### src/rtl/muldiv_pkg.sv
// Package: shared operation encoding for the multiply/divide unit.
// Assumes a 2-bit code: bit 1 selects divide, bit 0 selects signed.
package muldiv_pkg;

    typedef enum logic [1:0] {
        OP_MULU = 2'b00,
        OP_MULS = 2'b01,
        OP_DIVU = 2'b10,
        OP_DIVS = 2'b11
    } md_op_e;

    // True when the code asks for a division
    function automatic logic op_is_div(input logic [1:0] code);
        return (md_op_e'(code) == OP_DIVU) || (md_op_e'(code) == OP_DIVS);
    endfunction

    // True when operands are two's complement
    function automatic logic op_is_signed(input logic [1:0] code);
        return (md_op_e'(code) == OP_MULS) || (md_op_e'(code) == OP_DIVS);
    endfunction

endpackage

### src/rtl/muldiv_prep.sv
// Module: operand conditioning. Turns both operands into magnitudes when
// a signed operation is requested and reports which results need negating.
// Assumes: purely combinational, sampled by the caller on the start cycle.
module muldiv_prep #(
    parameter int W = 32
) (
    input  logic         sgn,
    input  logic [W-1:0] a,
    input  logic [W-1:0] b,
    output logic [W-1:0] a_mag,
    output logic [W-1:0] b_mag,
    output logic         neg_main,
    output logic         neg_rem
);
    logic a_neg;
    logic b_neg;

    // Derive magnitudes and result sign flags
    always_comb begin
        a_neg    = sgn & a[W-1];
        b_neg    = sgn & b[W-1];
        a_mag    = a_neg ? (~a + 1'b1) : a;
        b_mag    = b_neg ? (~b + 1'b1) : b;
        neg_main = a_neg ^ b_neg;
        neg_rem  = a_neg;
    end
endmodule

### src/rtl/muldiv_core.sv
// Module: bit-serial engine shared by multiply and divide. Holds a 2W-bit
// working register and a W-bit operand register.
// Multiply: upper half accumulates, lower half holds the multiplier and
// shifts right one bit per step.
// Divide (restoring): upper half is the partial remainder, lower half
// shifts the dividend out and the quotient in.
// Assumes: load and step are never both high; W steps finish an operation.
module muldiv_core #(
    parameter int W = 32
) (
    input  logic           clk,
    input  logic           rst_n,
    input  logic           load,
    input  logic           step,
    input  logic           div_sel,
    input  logic [W-1:0]   a_mag,
    input  logic [W-1:0]   b_mag,
    output logic [2*W-1:0] work_nxt
);
    logic [2*W-1:0] work;
    logic [W-1:0]   opnd;
    logic           div_q;
    logic [W:0]     acc_sum;
    logic [W:0]     rem_shift;
    logic [W:0]     rem_diff;
    logic           fits;
    logic [W-1:0]   rem_new;

    // One iteration of either algorithm, chosen by the latched mode
    always_comb begin
        acc_sum   = {1'b0, work[2*W-1:W]} + (work[0] ? {1'b0, opnd} : '0);
        rem_shift = {work[2*W-1:W], work[W-1]};
        rem_diff  = rem_shift - {1'b0, opnd};
        fits      = ~rem_diff[W];
        rem_new   = fits ? rem_diff[W-1:0] : rem_shift[W-1:0];
        if (div_q) begin
            work_nxt = {rem_new, work[W-2:0], fits};
        end else begin
            work_nxt = {acc_sum, work[W-1:1]};
        end
    end

    // Load operands on start, advance one step per busy cycle
    always_ff @(posedge clk) begin
        if (!rst_n) begin
            work  <= '0;
            opnd  <= '0;
            div_q <= 1'b0;
        end else if (load) begin
            div_q <= div_sel;
            work  <= {{W{1'b0}}, (div_sel ? a_mag : b_mag)};
            opnd  <= div_sel ? b_mag : a_mag;
        end else if (step) begin
            work  <= work_nxt;
        end
    end
endmodule

### src/rtl/muldiv_fix.sv
// Module: result sign correction. Negates the full product, or the
// quotient and remainder separately, as the latched flags demand.
// Assumes: flags stay constant for the whole operation.
module muldiv_fix #(
    parameter int W = 32
) (
    input  logic [2*W-1:0] res,
    input  logic           is_div,
    input  logic           neg_main,
    input  logic           neg_rem,
    output logic [W-1:0]   hi,
    output logic [W-1:0]   lo
);
    logic [2*W-1:0] prod;

    // Apply signs to the raw unsigned result
    always_comb begin
        prod = neg_main ? (~res + 1'b1) : res;
        if (is_div) begin
            lo = neg_main ? (~res[W-1:0] + 1'b1) : res[W-1:0];
            hi = neg_rem ? (~res[2*W-1:W] + 1'b1) : res[2*W-1:W];
        end else begin
            lo = prod[W-1:0];
            hi = prod[2*W-1:W];
        end
    end
endmodule

### src/rtl/muldiv_seq.sv
// Module: top of the iterative multiply/divide unit. Accepts a start
// pulse while idle, runs W iterations, then writes HI/LO and pulses done.
// Assumes: op/opa/opb are valid in the cycle start is sampled; a start
// seen while busy is dropped.
module muldiv_seq
    import muldiv_pkg::*;
#(
    parameter int W = 32
) (
    input  logic         clk,
    input  logic         rst_n,
    input  logic         start,
    input  logic [1:0]   op,
    input  logic [W-1:0] opa,
    input  logic [W-1:0] opb,
    output logic         busy,
    output logic         done,
    output logic [W-1:0] hi_out,
    output logic [W-1:0] lo_out
);
    localparam int            CW   = $clog2(W);
    localparam logic [CW-1:0] LAST = CW'(W - 1);

    logic           accept;
    logic [CW-1:0]  step_cnt;
    logic           div_r;
    logic           neg_main_r;
    logic           neg_rem_r;
    logic [W-1:0]   a_mag;
    logic [W-1:0]   b_mag;
    logic           neg_main_c;
    logic           neg_rem_c;
    logic [2*W-1:0] work_nxt;
    logic [W-1:0]   fix_hi;
    logic [W-1:0]   fix_lo;

    assign accept = start & ~busy;

    muldiv_prep #(.W(W)) u_prep (
        .sgn      (op_is_signed(op)),
        .a        (opa),
        .b        (opb),
        .a_mag    (a_mag),
        .b_mag    (b_mag),
        .neg_main (neg_main_c),
        .neg_rem  (neg_rem_c)
    );

    muldiv_core #(.W(W)) u_core (
        .clk      (clk),
        .rst_n    (rst_n),
        .load     (accept),
        .step     (busy),
        .div_sel  (op_is_div(op)),
        .a_mag    (a_mag),
        .b_mag    (b_mag),
        .work_nxt (work_nxt)
    );

    muldiv_fix #(.W(W)) u_fix (
        .res      (work_nxt),
        .is_div   (div_r),
        .neg_main (neg_main_r),
        .neg_rem  (neg_rem_r),
        .hi       (fix_hi),
        .lo       (fix_lo)
    );

    // Sequence control, sign flag capture and result register update
    always_ff @(posedge clk) begin
        if (!rst_n) begin
            busy       <= 1'b0;
            done       <= 1'b0;
            step_cnt   <= '0;
            div_r      <= 1'b0;
            neg_main_r <= 1'b0;
            neg_rem_r  <= 1'b0;
            hi_out     <= '0;
            lo_out     <= '0;
        end else begin
            done <= 1'b0;
            if (accept) begin
                busy       <= 1'b1;
                step_cnt   <= '0;
                div_r      <= op_is_div(op);
                neg_main_r <= neg_main_c;
                neg_rem_r  <= neg_rem_c;
            end else if (busy) begin
                step_cnt <= step_cnt + 1'b1;
                if (step_cnt == LAST) begin
                    busy   <= 1'b0;
                    done   <= 1'b1;
                    hi_out <= fix_hi;
                    lo_out <= fix_lo;
                end
            end
        end
    end
endmodule

### config.mk
export PLATFORM = sky130hd
export DESIGN_NAME = muldiv_seq
export DESIGN_NICKNAME = d
export VERILOG_FILES = /design/src/rtl/muldiv_pkg.sv /design/src/rtl/muldiv_prep.sv /design/src/rtl/muldiv_core.sv /design/src/rtl/muldiv_fix.sv /design/src/rtl/muldiv_seq.sv
export SDC_FILE = /design/constraint.sdc
export NUM_CORES = 1
export LEC_CHECK = 0
export CAP_MARGIN = 20
export CORE_MARGIN = 2
export CORE_UTILIZATION = 50
export DETAILED_ROUTE_END_ITERATION = 10
export GPL_TIMING_DRIVEN = 0
export PLACE_DENSITY = 0.82
export SKIP_LAST_GASP = 1
export SYNTH_ARGS = -nofsm -noshare
export SYNTH_HDL_FRONTEND = slang
export SYNTH_SLANG_ARGS = --single-unit
export TNS_END_PERCENT = 1
### constraint.sdc
create_clock -name clk -period 6.3 [get_ports clk]
set_input_delay 0.945 -clock clk [delete_from_list [all_inputs] [get_ports clk]]
set_output_delay 0.945 -clock clk [all_outputs]
set_load 0.05 [all_outputs]
== Word-level counts from Yosys, hierarchy flattened ==
Index checks and enable logic that the tools add are counted.

* Flip-flop bits (word level): 170
* Bits in latches: 0
* Bits in writable memories: 0
* Memory bits (read-only): 0
* Output and inout port bits: 66
* Memories kept: 0

* $add $sub $neg: 8
* $mul: 0
* Div/mod/pow operators: 0
* Order comparisons: 0
* Equality and inequality tests: 4
* Shift operators: 0
* Multiplexer cells: 18
* Bitwise operators: 13
* Reductions and logical operators: 6

{| class="wikitable"
|+ Operators with widths
! kind !! count
|-
| two-way mux 32 bit || 12
|-
| adder 32 x 1 -> 32 bit, second input constant || 4
|-
| two-way mux 64 bit || 2
|-
| NOT 32 bit || 4
|-
| adder 64 x 1 -> 64 bit, second input constant || 1
|-
| NOT 64 bit || 1
|-
| adder 32 x 32 -> 33 bit || 1
|-
| subtractor 33 x 32 -> 33 bit || 1
|-
| adder 5 x 1 -> 5 bit, second input constant || 1
|-
| equality test 5 bit, second input constant || 1
|-
| equality test 2 bit, second input constant || 2
|-
| two-way mux 1 bit || 4
|-
| NOT 1 bit || 4
|-
| AND 1 bit || 3
|-
| AND reduction 3 bit || 1
|-
| OR reduction 3 bit || 1
|-
| equality test 2 x 1 -> 1 bit, second input constant || 1
|-
| logical OR 1 bit || 2
|-
| nonzero test 2 bit || 1
|-
| OR reduction 2 bit || 1
|-
| XOR 1 bit || 1
|}

== Depth between registers and ports, before layout ==
Gate-level depths: netlist of run 1.

* Word-level depth: 7
* Depth in mapped cells: 27
* Depth with buffers taken out: 25

== By module ==
From an unflattened synthesis of run 1, not the netlist that was laid out.

* Cell total of the unflattened synthesis: 2076
* Area, all modules: 15707.6 µm²

{| class="wikitable"
|+ By module, submodules not included
! module !! instances !! cells each !! area an instance (µm²) !! seq. area each (µm²)
|-
| muldiv_core || 1 || 1261 || 9624.2 || 1941.9
|-
| muldiv_seq || 1 || 323 || 2813.9 || 1481.4
|-
| muldiv_fix || 1 || 291 || 1909.3 || 0.0
|-
| muldiv_prep || 1 || 201 || 1360.1 || 0.0
|}

== Worst setup path after synthesis of run 1 ==
No wires, ideal clock.

* Kind: flip-flop to flip-flop
* Start point: reg u_core.work[31]
* End point: reg hi_out[26]
* Setup time: 0.086 ns
* Arrival time: 5.544 ns
* Setup slack: 0.671 ns
* Stages on the path, launching flop included: 26
* Clock period less this slack: 5.629 ns
* Cell sequence: dfxtp_1 -> inv_1 -> ha_1 -> inv_1 -> fa_1 -> a21o_1 -> a221o_1 -> a221oi_4 -> a211oi_2 -> mux2i_2 -> clkbuf_1 -> nor3_1 -> a21oi_1 -> ha_1 -> nand2_1 -> or3_1 -> or3_1 -> or3_1 -> nor4_1 -> nand3_1 -> a21boi_1 -> o21ai_1 -> and2_1 -> a31oi_1 -> xnor2_1 -> a211oi_1

* Longest elaborated chain between the ends: 7
* Elaborated cells between the ends (all ways): 11

{| class="wikitable"
|+ RTL lines
! what !! RTL line !! text
|-
| from (decl) || muldiv_core.sv:20 || <nowiki>logic [2*W-1:0] work;</nowiki>
|-
| from (signal assigned) || muldiv_core.sv:51 || <nowiki>work <= {{W{1'b0}}, (div_sel ? a_mag : b_mag)};</nowiki>
|-
| from (signal assigned) || muldiv_core.sv:54 || <nowiki>work <= work_nxt;</nowiki>
|-
| subtractor 33 x 32 -> 33 bit || muldiv_core.sv:33 || <nowiki>rem_diff = rem_shift - {1'b0, opnd};</nowiki>
|-
| two-way mux 32 bit / NOT 1 bit (equally long branches) || muldiv_core.sv:35, muldiv_core.sv:34 ||
|-
| two-way mux 64 bit * || muldiv_core.sv:36 || <nowiki>if (div_q) begin</nowiki>
|-
| NOT 64 bit / NOT 32 bit (equally long branches) || muldiv_fix.sv:18, muldiv_fix.sv:21 ||
|-
| adder 64 x 1 -> 64 bit / adder 32 x 1 -> 32 bit (equally long branches) || muldiv_fix.sv:18, muldiv_fix.sv:21 ||
|-
| two-way mux 64 bit / two-way mux 32 bit (equally long branches) || muldiv_fix.sv:18, muldiv_fix.sv:21 ||
|-
| two-way mux 32 bit * || muldiv_fix.sv:19 || <nowiki>if (is_div) begin</nowiki>
|-
| to (signal assigned) || muldiv_seq.sv:93 || <nowiki>hi_out <= fix_hi;</nowiki>
|-
| to (decl) || muldiv_seq.sv:18 || <nowiki>output logic [W-1:0] hi_out,</nowiki>
|}

Every way passes the cells marked *; elsewhere a longest branch is shown, timed or not.
A chain may end at the register's enable or synchronous reset.

== Worst setup path in the final report of run 1 ==
* Start point: reg u_core.div_q
* End point: reg hi_out[18]

* Longest elaborated chain between the ends: 5
* Elaborated cells between the ends (all ways): 8

{| class="wikitable"
|+ RTL lines
! what !! RTL line !! text
|-
| from (decl) || muldiv_core.sv:22 || <nowiki>logic div_q;</nowiki>
|-
| from (signal assigned) || muldiv_core.sv:50 || <nowiki>div_q <= div_sel;</nowiki>
|-
| two-way mux 64 bit || muldiv_core.sv:36 ||
|-
| NOT 64 bit / NOT 32 bit (equally long branches) || muldiv_fix.sv:18, muldiv_fix.sv:21 ||
|-
| adder 64 x 1 -> 64 bit / adder 32 x 1 -> 32 bit (equally long branches) || muldiv_fix.sv:18, muldiv_fix.sv:21 ||
|-
| two-way mux 64 bit / two-way mux 32 bit (equally long branches) || muldiv_fix.sv:18, muldiv_fix.sv:21 ||
|-
| two-way mux 32 bit * || muldiv_fix.sv:19 ||
|}

Marked as above.

==> impl_metrics.ini, run 1 <==
[run_status]
status = completed

[pwr]
ir_drop_uv = 208
power_switching_mw = 1.49
p_comb_share_pct = 38.5
intPower_mw = 2.16
netSwitchingFraction_pct = 40.8
pwr-share-clk_pct = 29.0
power.density_nw_per_um2 = 207
seqPwrFrac_pct = 32.5
power_leakage_nw = 6.58

[setup_path]
path_class = reg2reg
worstSetupStartpointType = flip-flop
startpoint = u_core.div_q
reg2reg_setup_slack_ns = 0.09
worstReg2RegStart = u_core.div_q
crit_chain = buf_2, inv_1, clkbuf_1, buf_2, clkbuf_1, buf_2, nor3_1, a21oi_2, ha_2, nand2_1, or3_1, or3_4, or3_4, nor4_1, nand3_1, a21boi_1, o21ai_2, and2_4, a21oi_1, xnor2_1, a211oi_2
reg2regPathDepth = 21
crit_path_end_kind = flip-flop
cp_top_family = buffers and inverters
cp_slowest_cell = clkbuf_1
critPathMaxFanout = 10
cp_slowest_stage_delay_ns = 0.58
required_ns = 6.67
path_common_cell = buf_2
cp.buffers_inverters = 6
cp.arrival_ns = 6.59
reg2reg_to = hi_out[18]

[global_route]
antenna_found_initial = 0
grt_overflow = 0
grt_pass1_wl_um = 93500
grt_pass1_vias = 16100
grt_max_degree = 20
track_usage_pct = 38.8

[final_layout]
nets = 2416
antenna_cells = 0
layout_common_cells = nand2_1, nor2_1, a21oi_1, dfxtp_1, clkdlybuf4s50_1
fin_area_um2 = 17600
area_growth_pct = 16.8
fin_cells = 2678
drive_gt1_share_pct = 4.24
fill_cells = 2845
final_common_cell = nand2_1

[synth]
synth_adder_area_share_pct = 6.09
synthMuxAreaShare_pct = 4.82
ys_warn_count = 0
synth_flop_cell = dfxtp_1
synth-xor-area-share_pct = 8.97
synth_edf_count = 0
avgSynthCellArea_um2 = 7.11
synth_top_family_by_area = compound AO/OA/AOI/OAI gates
netlist_instances = 2117
yosysTopAreaCellShare_pct = 22.6
seq_area_frac_synth_pct = 22.6
syn-cell-area_um2 = 15000
synth-compound-area-share_pct = 28.2
async_reset_ff_share_pct = 0
yosys.cell_types.count = 87
syn_nets = 2258
synthTopCellsByArea = dfxtp_1, a21oi_1, nand2_1
ys_seq_elements = 170
yosys.area_share.simple_pct = 23.7
synth.largest_area_cell = dfxtp_1

[sta]
timing.hold.ws_ns = 0.452
setup_viol = 0
drv_slew = 0
skew_ns = 0.0140
worst_pin_slew_ns = 1.09
finalCritPeriodShare_pct = 98.6
fmax_mhz = 161
hold_violations = 0
rsz0062_at_grt = true
period_minus_slack_ns = 6.21
relSlewSlack_pct = 26.8

[hold_path]
hold_depth = 2
min_to = lo_out[1]
holdCritStartpoint = lo_out[1]
hold_class = reg2reg

[cts]
clk_pin_slew_worst_paths_ns = 0.08
cts_sinks = 170
cts_tree = built
cts_root_buffer = clkbuf_16
clockBufferDepth = 2
holdBufCountCts = 0
cts_buffers = 17
h-tree-depth = 4
clk_latency_ns = 0.45

[floorplan]
core_um2 = 29600
boundaryPins = 135
start_util_pct = 50.8
placementRows = 63
dieArea_um2 = 31500
die_h_um = 177
die_w_um = 177

[route]
finalWirelength_um = 61500
first_iter_violations = 1791
first_pass_iters = 6
route.detailed.drc = 0
wire_per_inst_um = 23.0
ant_nets = 0
via_per_inst = 6.38
vias = 17100

[placement]
io_buffers = 133
dp.cells = 2640
placed_area_um2 = 16900
hpwl_um = 49600
gp_congestion = 0.993

[flow_run]
drv_cap = 0
power by group through the flow:
stage | Combinational (mW) | Clock (mW) | Sequential (mW)
detailed placement | 1.32 | 0 | 1.20
global placement | 1.31 | 0 | 1.20
floorplan | 0.906 | 0 | 1.17
global route | 1.50 | 1.09 | 1.19
finish | 1.40 | 1.06 | 1.18
CTS | 1.34 | 1.05 | 1.18
cell families (layout without fill, tap and decap cells):
group           Yosys count  in the layout
xor+xnor                154            154
flops                   170            170
compound gates          666            666
fa+ha+maj                72             72
buf+inv                 217            388
simple gates            767            767
mux                      71             71
area by class of cell:
class | count | area [um^2] | share of cell area [%]
Clock inverter | 11 | 98.8 | 0.563
Timing Repair Buffer | 141 | 1390 | 7.92
Sequential cell | 170 | 3410 | 19.4
Multi-Input combinational cell | 1730 | 10900 | 61.8
Clock buffer | 21 | 470 | 2.68
Tap cell | 390 | 488 | 2.78
Buffer | 135 | 559 | 3.18
Inverter | 80 | 300 | 1.71
flip-flops by register name, indices dropped and copies added, names as in the netlist:
signal        flops
u_core.work      64
neg_rem_r         1
step_cnt          5
hi_out           32
done              1
lo_out           32
u_core.opnd      32
u_core.div_q      1
busy              1
neg_main_r        1
what timing repair did:
item | in CTS | in global routing
resized for setup | 13 | 20
setup buffers | 2 | 6
setup endpoints to repair | 24 | 14
pin swaps | 0 | 2
stage by stage:
step,utilization [%],power [mW],worst slack (ns),setup TNS (ns)
after floorplan,-,2.08,0.671,0
after global placement,56.9,2.52,-0.952,-12.04
after detailed placement,56.9,2.52,-0.958,-12.59
after CTS,59.0,3.57,0.0168,0
after global routing,59.3,3.78,-0.0427,-0.0668
final,59.3,3.64,0.0862,0
synth_stat cells (4+ instances only):
cell / n
o2111ai_1: 5
buf_2: 7
nand3_1: 36
mux2i_1: 64
o21a_1: 8
dfxtp_1: 170
or3_1: 17
nand4_1: 28
a211oi_1: 101
o22ai_1: 4
a21o_1: 23
nand2b_1: 17
a31oi_1: 25
o311ai_1: 4
a21boi_0: 6
xnor2_1: 80
and2_1: 46
o221ai_1: 4
o21ai_0: 126
a211o_1: 8
a311oi_1: 5
clkbuf_1: 112
o211ai_1: 39
a41oi_1: 5
xor2_1: 74
o41ai_1: 6
nor2_1: 227
o21bai_1: 9
nor3_1: 49
o31ai_1: 12
ha_1: 70
nor4_1: 10
or4_1: 5
inv_1: 79
o21ai_1: 9
buf_1: 15
a22oi_1: 5
nand2_1: 263
nor2b_1: 18
a2111oi_0: 5
a21oi_1: 222
mux2_2: 5
and3_1: 23
worst min-delay path, stage by stage (launching register included):
cell	delay, ns
dfxtp_1	0.31
nand2_1	0.05
a21oi_1	0.05
how the worst max path moves through the flow:
stage / slack [ns] / cells after the start / to
after floorplan: 0.67 / 25 / hi_out[26]
after global placement: -0.95 / 25 / hi_out[26]
after detailed placement: -0.96 / 25 / hi_out[26]
after CTS: 0.02 / 25 / hi_out[26]
after global routing: -0.04 / 25 / hi_out[18]
final: 0.09 / 21 / hi_out[18]
metal layers:
metal	GRT usage, %	vias to the layer above	wire length, um
li1	-	7922	-
met1	47.9	8090	24400
met2	64.9	885	28500
met3	5.16	193	4810
met4	21.5	0	3800
met5	0	-	0
No activity file was read; power rests on OpenSTA's default activity.
==> run 2, diff against run 1 <==
CORE_UTILIZATION = 40   (was 50)
CTS_CLUSTER_DIAMETER = 40   (was not set)
GPL_ROUTABILITY_DRIVEN = 0   (was not set)
PLACE_DENSITY = 0.7   (was 0.82)
==> impl_metrics.ini, run 2 (synthesis results as in run 1) <==
[placement]
io_buffers = 133
hpwl_um = 46200
placed_area_um2 = 17000
pre_cts_slack_ns = -0.954
dp.cells = 2724

[sta]
fmax_mhz = 164
setup_ws_ns = 0.201
worst_pin_slew_ns = 0.992
relSlewSlack_pct = 32.8
period_minus_slack_ns = 6.10
skew_ns = 0.0111
setup_viol = 0
hold_violations = 0
finalCritPeriodShare_pct = 96.8
drv_slew = 0

[final_layout]
final_common_cell = nand2_1
multi_input_area_um2 = 10900
layout_common_cells = nand2_1, nor2_1, a21oi_1, dfxtp_1, clkdlybuf4s50_1
area_growth_pct = 18.3
fill_cells = 3754
nets = 2419
drive_gt1_share_pct = 4.58
regArea_um2 = 3410
largest-register = u_core.work
fin_cells = 2766
largest_reg_flops = 64
fin_area_um2 = 17800

[setup_path]
path_class = reg2reg
crit_path_end_kind = flip-flop
cp_slowest_cell = fa_1
cp_slowest_stage_delay_ns = 0.41
critPathMaxFanout = 19
worstSetupStartpointType = flip-flop
cp.arrival_ns = 6.43
required_ns = 6.63
reg2regPathDepth = 28

[floorplan]
boundaryPins = 135
die_w_um = 198
dieArea_um2 = 39200
placementRows = 71
start_util_pct = 40.3
core_um2 = 37300
die_h_um = 198

[global_route]
grt_overflow = 0
grt_pass1_wl_um = 88300
antenna_found_initial = 0
grt_pass1_vias = 16200
grt_max_degree = 17
track_usage_pct = 28.8

[hold_path]
hold_class = reg2reg
hold_depth = 2

[cts]
cts_sinks = 170
clk_pin_slew_worst_paths_ns = 0.07
clockBufferDepth = 2
h-tree-depth = 4
clk_latency_ns = 0.45
cts_buffers = 17
cts_root_buffer = clkbuf_16
cts_tree = built

[pwr]
power_switching_mw = 1.46
pwr-share-clk_pct = 31.2
finalPower_mw = 3.77
netSwitchingFraction_pct = 38.8
seqPwrFrac_pct = 31.4
power.density_nw_per_um2 = 212
power_leakage_nw = 6.66
ir_drop_uv = 233
p_comb_share_pct = 37.4
intPower_mw = 2.31

[route]
wire_per_inst_um = 20.7
finalWirelength_um = 57200
via_per_inst = 6.24
ant_nets = 0
first_iter_violations = 2249
first_pass_iters = 7
vias = 17300
route.detailed.drc = 0

[flow_run]
drv_cap = 0

[run_status]
status = completed
==> run 2: path summary, 6_finish.rpt <==
kind,start,endpoint,slack [ns]
hold reg to reg,lo_out[31],lo_out[31],0.46
setup / recovery,u_core.work[31],hi_out[24],0.20
hold / removal,lo_out[31],lo_out[31],0.46
setup reg to reg,u_core.work[31],hi_out[24],0.20
==> run 2: timing repair <==
item                                    in CTS  in global routing
hold endpoints to repair                     0                  0
hold buffers                                 0                  0
setup buffers                                4                  7
resized for setup                           12                 25
pin swaps                                    1                  4
endpoints found under the setup margin      24                 16
==> run 2: area by class of cell <==
class	instances	area share (%)
multi-input cells	1730	61.1
flip-flops and latches	170	19.1
repair buffers	145	8.01
well taps	474	3.33
plain buffers	134	3.14
clock buffers	18	2.47
inverters	80	1.69
clock inverters	14	1.17
diodes	1	0.0141
==> run 2: worst max-delay path: cells and delay by family (launching register included) <==
kind / cells / cell delay, ns
AOI/OAI and AO/OA: 9 / 2.08
and+or+nand+nor: 7 / 1.10
adders and majority gates: 3 / 0.86
buffers and inverters: 6 / 0.82
muxes: 2 / 0.60
DFF: 1 / 0.36
xor gates and xnor gates: 1 / 0.17
==> run 2: per-stage QoR <==
step	utilization [%]	hold WS, ns	TNS, ns
final	47.7	0.456	0
after global routing	47.7	0.473	-0.122
after CTS	47.4	0.460	0
after detailed placement	45.5	0.447	-12.85
after global placement	45.5	0.444	-10.75
after floorplan	-	0.440	0
==> run 2: per-layer routing <==
metal,vias up,global-route usage [%],share of wire (%)
li1,7942,-,-
met1,8059,36.2,40
met2,1019,47.0,45
met3,231,5.72,9.6
met4,0,14.4,5.6
met5,-,0,0
==> run 2: power by group through the flow <==
stage | Combinational (mW) | Clock, mW | Sequential (mW)
global route | 1.51 | 1.21 | 1.19
finish | 1.41 | 1.17 | 1.18
CTS | 1.32 | 1.17 | 1.18
global placement | 1.28 | 0 | 1.20
floorplan | 0.906 | 0 | 1.17
detailed placement | 1.30 | 0 | 1.20
